`config.mk`:
```
export PLATFORM = sky130hd
export DESIGN_NAME = stk_circ_stack
export DESIGN_NICKNAME = d
export VERILOG_FILES = /design/src/rtl/stk_pkg.sv /design/src/rtl/stk_ring_ptr.sv /design/src/rtl/stk_ram.sv /design/src/rtl/stk_ctrl.sv /design/src/rtl/stk_circ_stack.sv
export SDC_FILE = /design/constraint.sdc
export NUM_CORES = 1
export LEC_CHECK = 0
export BUFFER_PORTS_ARGS = -buffer_cell sky130_fd_sc_hd__buf_4
export CORE_UTILIZATION = 45
export CTS_CLUSTER_DIAMETER = 40
export DETAILED_ROUTE_END_ITERATION = 8
export PLACE_DENSITY = 0.6
export SYNTH_ARGS = -nofsm -noshare
export SYNTH_HDL_FRONTEND = slang
export SYNTH_SLANG_ARGS = --single-unit
```
`constraint.sdc`:
```
create_clock -name clk_i -period 2 [get_ports clk_i]
set_input_delay 0.3 -clock clk_i [delete_from_list [all_inputs] [get_ports clk_i]]
set_output_delay 0.3 -clock clk_i [all_outputs]
set_load 0.03 [all_outputs]
```
`src/rtl/stk_pkg.sv`:
```
package stk_pkg;
  typedef enum logic [1:0] {
    STK_HOLD = 2'd0,
    STK_PUSH = 2'd1,
    STK_POP  = 2'd2,
    STK_SET  = 2'd3
  } stk_op_e;

  function automatic stk_op_e stk_decode(input logic push, input logic pop, input logic set);
    if (push)      return STK_PUSH;
    else if (pop)  return STK_POP;
    else if (set)  return STK_SET;
    else           return STK_HOLD;
  endfunction
endpackage

```
`src/rtl/stk_ring_ptr.sv`:
```
module stk_ring_ptr #(
  parameter int DEPTH = 16
) (
  input  logic             clk_i,
  input  logic             rst_ni,
  input  logic             adv_i,
  input  logic             ret_i,
  output logic [DEPTH-1:0] ptr_o,
  output logic [DEPTH-1:0] ptr_fwd_o
);
  logic [DEPTH-1:0] ptr_q, ptr_d, ptr_bwd;

  assign ptr_fwd_o = {ptr_q[DEPTH-2:0], ptr_q[DEPTH-1]};
  assign ptr_bwd   = {ptr_q[0], ptr_q[DEPTH-1:1]};

  always_comb begin
    ptr_d = ptr_q;
    if (adv_i)      ptr_d = ptr_fwd_o;
    else if (ret_i) ptr_d = ptr_bwd;
  end

  always_ff @(posedge clk_i or negedge rst_ni) begin
    if (!rst_ni) ptr_q <= {{(DEPTH-1){1'b0}}, 1'b1};
    else         ptr_q <= ptr_d;
  end

  assign ptr_o = ptr_q;
endmodule

```
`src/rtl/stk_ram.sv`:
```
module stk_ram #(
  parameter int WIDTH = 18,
  parameter int DEPTH = 16
) (
  input  logic             clk_i,
  input  logic             we_i,
  input  logic [DEPTH-1:0] wsel_i,
  input  logic [WIDTH-1:0] wdata_i,
  input  logic [DEPTH-1:0] rsel_i,
  output logic [WIDTH-1:0] rdata_o
);
  logic [WIDTH-1:0] mem [DEPTH];

  for (genvar g = 0; g < DEPTH; g++) begin : g_word
    always_ff @(posedge clk_i) begin
      if (we_i && wsel_i[g]) mem[g] <= wdata_i;
    end
  end

  // one-hot select: AND-OR read, no decoder
  always_comb begin
    rdata_o = '0;
    for (int i = 0; i < DEPTH; i++) begin
      rdata_o = rdata_o | (mem[i] & {WIDTH{rsel_i[i]}});
    end
  end
endmodule

```
`src/rtl/stk_ctrl.sv`:
```
module stk_ctrl
  import stk_pkg::*;
#(
  parameter int WIDTH = 18
) (
  input  logic             clk_i,
  input  logic             rst_ni,
  input  logic             push_i,
  input  logic             pop_i,
  input  logic             wr_top_i,
  input  logic [WIDTH-1:0] data_i,
  input  logic [WIDTH-1:0] rd_data_i,
  output logic [WIDTH-1:0] top_o,
  output logic             ram_we_o,
  output logic             adv_o,
  output logic             ret_o
);
  stk_op_e          op;
  logic [WIDTH-1:0] top_q, top_d;

  assign op = stk_decode(push_i, pop_i, wr_top_i);

  always_comb begin
    top_d    = top_q;
    ram_we_o = 1'b0;
    adv_o    = 1'b0;
    ret_o    = 1'b0;
    unique case (op)
      STK_PUSH: begin
        top_d    = data_i;
        ram_we_o = 1'b1;
        adv_o    = 1'b1;
      end
      STK_POP: begin
        top_d = wr_top_i ? data_i : rd_data_i;
        ret_o = 1'b1;
      end
      STK_SET:  top_d = data_i;
      default:  top_d = top_q;
    endcase
  end

  always_ff @(posedge clk_i or negedge rst_ni) begin
    if (!rst_ni) top_q <= '0;
    else         top_q <= top_d;
  end

  assign top_o = top_q;
endmodule

```
`src/rtl/stk_circ_stack.sv`:
```
module stk_circ_stack #(
  parameter int WIDTH = 18,
  parameter int DEPTH = 16
) (
  input  logic             clk_i,
  input  logic             rst_ni,
  input  logic             push_i,
  input  logic             pop_i,
  input  logic             wr_top_i,
  input  logic [WIDTH-1:0] data_i,
  output logic [WIDTH-1:0] top_o,
  output logic [WIDTH-1:0] next_o
);
  logic [DEPTH-1:0] ptr, ptr_fwd;
  logic             ram_we, adv, ret;
  logic [WIDTH-1:0] rd_data;

  stk_ring_ptr #(.DEPTH(DEPTH)) i_ptr (
    .clk_i     (clk_i),
    .rst_ni    (rst_ni),
    .adv_i     (adv),
    .ret_i     (ret),
    .ptr_o     (ptr),
    .ptr_fwd_o (ptr_fwd)
  );

  stk_ram #(.WIDTH(WIDTH), .DEPTH(DEPTH)) i_ram (
    .clk_i   (clk_i),
    .we_i    (ram_we),
    .wsel_i  (ptr_fwd),
    .wdata_i (top_o),
    .rsel_i  (ptr),
    .rdata_o (rd_data)
  );

  stk_ctrl #(.WIDTH(WIDTH)) i_ctrl (
    .clk_i     (clk_i),
    .rst_ni    (rst_ni),
    .push_i    (push_i),
    .pop_i     (pop_i),
    .wr_top_i  (wr_top_i),
    .data_i    (data_i),
    .rd_data_i (rd_data),
    .top_o     (top_o),
    .ram_we_o  (ram_we),
    .adv_o     (adv),
    .ret_o     (ret)
  );

  assign next_o = rd_data;
endmodule

```
==> metrics <==
status finished, violations left; failing checks DRC, setup timing; Setup crit start i_ptr.ptr_o[0]; area occupied by multi-input gates 2810 um^2; # IOs 59; area delta synth->final 28.6%; clk slew on worst S/H paths 0.06 ns; ys flop type edfxtp_1; reg2reg end i_ctrl.top_o[6]; Worst EP arrival between 2 and 2.5 ns; DR iter-0 viols ~660; Seq/Total Area, Yosys between 70% and 80%; Syn Std Cell Area 12200 um^2; Setup Viol. Count Final 18; Clk Latency, worst-skew pair about 0.52 ns; DP Wirelength ~20000 um; Final #Nets around 900; die area ~28000 um^2; CTS sink cnt between 300 and 400; Num CTS Buffers 40; fin cells between 1k and 1.5k; slew at the pin with the worst max-slew slack ~0.61 ns; highest clock rate about 420 MHz; Worst slew margin roughly three fifths; Fin. Hold Viols 0; Ys Warns 0; Peak VDD IR roughly 0.63 mV; register area between 9000 and 10000 um^2; fin crit share 118%; crit-path max FO 4; R2R depth 6; CTS tree yes; Die Y-Extent 166 um; clk buf depth 3; RSZ-0062 raised after global routing yes; share of cells above drive strength 1 ~37%; FILL cells between 1.5k and 2k; Worst Path Required around 1.7 ns; Pins Over Slew Limit 0; Horiz. Die Dim 166 um; Post-Syn Nets 770; Max Cap Viol 0; Reg-to-Reg Start i_ptr.ptr_o[0]; ANT cells 0; Detailed Routing Iterations Pass 1 7; worst hold path class primary input to flip-flop; Tot Pwr 21.0 mW; min Tclk post-route ~2.4 ns; vias per cell between 5 and 6; Cell Rows between 50 and 60; largest area contributor in the netlist edfxtp_1; share of the synthesized area in the top cell type just over 70%; routability cong. 0.852; Power Dens Cells about 1300 nW/um^2; Antenna Nets Post-Route 0; final setup margin -0.370 ns; Initial Utilization around 46%; clk_skew ~0.016 ns; crit end category primary output; final wirelength 31700 um; ys async rst share 10.6%; IO Port Bufs 58; commonest cells in the netlist 288 x edfxtp_1, 133 x a22oi_1, 72 x nand2_1, 51 x a21oi_1, 33 x dfrtp_1; CP startpoint kind flip-flop; synth top area cells edfxtp_1 71%, a22oi_1 8.2%, dfrtp_1 6.8%, nand2_1 2.2%, a21oi_1 2.1%; post-route DRC violation count 7; P_leak approximately 5.5 nW; top-count cell post-synth edfxtp_1; clock root cell clkbuf_16; via count around 7.3k; number of synthesized flops with an enable pin 288; core area between 20000 and 30000 um^2; first-pass GRT wire length between 40000 and 50000 um; routed wire length per instance 25.1 um; placed instance count roughly 1.2k; Gate Count Post-Synth ~750; initial antenna violation count 0; Synth Register Bits 322; Setup crit end next_o[6]; H-tree levels 2; worst reg2reg setup slack between 0.3 and 0.4 ns; Syn Area/Cell 16.3 um^2; Synth cell types 21; GR Overflow Total 0; largest net degree at the start of global routing 35; vias in the first global route 7618; Tot GR Track Use between 20% and 30%; type of the worst setup path flip-flop to primary output
-- worst min path at each step --
stage,end,slack [ns],cells past startpoint,start
3_5_place_dp,i_ctrl.top_o[13],0.32,1,rst_ni
6_report,i_ctrl.top_o[10],0.19,4,data_i[10]
2_1_floorplan,i_ctrl.top_o[0],0.004,0,rst_ni
5_1_grt,i_ctrl.top_o[8],0.20,4,data_i[8]
4_1_cts,i_ctrl.top_o[10],0.17,4,data_i[10]
3_3_place_gp,i_ctrl.top_o[13],0.32,1,rst_ni
-- layer usage --
metal / global-route usage [%] / routed length [um] / vias to the layer above
met2: 41.1 / 16200 / 263
met3: 2.93 / 1670 / 54
met4: 7.57 / 758 / 0
met5: 0 / 0 / -
met1: 30.5 / 13100 / 3760
li1: - / - / 3245
-- critical path, cell delays in order, from the launching register on --
cell and delay, ns:
dfstp_4 0.50, buf_4 0.17, a22oi_2 0.17, nand2_2 0.10, nor4_4 0.35, inv_1 0.10, buf_6 0.15
-- stage by stage --
step           hold slack [ns]  util [%]  TNS [ns]  worst slack [ns]  cell area [um^2]
6_report                 0.189      59.5     -5.46            -0.370             15600
5_1_grt                  0.202      59.5     -6.99            -0.440             15600
4_1_cts                  0.172      58.2     -5.95            -0.364             15300
3_5_place_dp             0.320      51.7    -0.869           -0.0728             13600
3_3_place_gp             0.316      51.7    -0.235           -0.0300             13600
2_1_floorplan          0.00441         -         0             0.144             12200
-- flip-flops by register name, summed over array words and instances, names as in the netlist --
register and flops:
i_ctrl.top_o 18, i_ram.mem 288, i_ptr.ptr_o 16
-- cells in the final DEF, fill, tap and decap left out, drive strengths merged, types with 5 or more instances in the layout --
cell      netlist  layout
and2           16      16
inv            21      24
nor3b          18      18
nand2          72      72
edfxtp        288     288
dfrtp          33      33
o21ai          18      18
a21oi          51      51
buf            28     155
nor4           18      18
clkbuf         16      49
clkinv          0      11
clkinvlp        0       5
nor2           17      17
a22oi         144     144
-- cell type report --
class	count	area share, %
clock inverter	22	1.39
clock buffer	49	6.76
sequential	322	60.9
tap	335	2.68
inverter	21	0.504
multi-input combinational	358	18.0
timing repair buffer	156	9.84
-- report_power, final --
group	total (mW)	switching, mW	internal [mW]
clock	6.90	2.72	4.17
sequential	9.20	0.562	8.63
combinational	4.91	3.03	1.88
-- logic make-up (layout without fill, tap and decap cells) --
| logic type | count (synthesis) | count (layout) | share of synthesized area (%) |
|---|---|---|---|
| AND/OR/NAND/NOR | 142 | 142 | 6.61 |
| buffers and inverters | 65 | 248 | 2.76 |
| flip-flops | 322 | 322 | 78.2 |
| adder cells (fa/ha/maj) | 2 | 2 | 0.206 |
| AO/OA/AOI/OAI | 214 | 214 | 12.3 |
-- what timing repair did --
action / CTS / global route
hold endpoints to repair: 33 / 0
pin swaps: 25 / 32
buffers inserted: 12 / 3
endpoints found under the setup margin: 18 / 18
hold buffers: 1 / 0
cloned: 0 / 0
gates resized for setup: 69 / 74
Power figures use the tool's default switching activity.
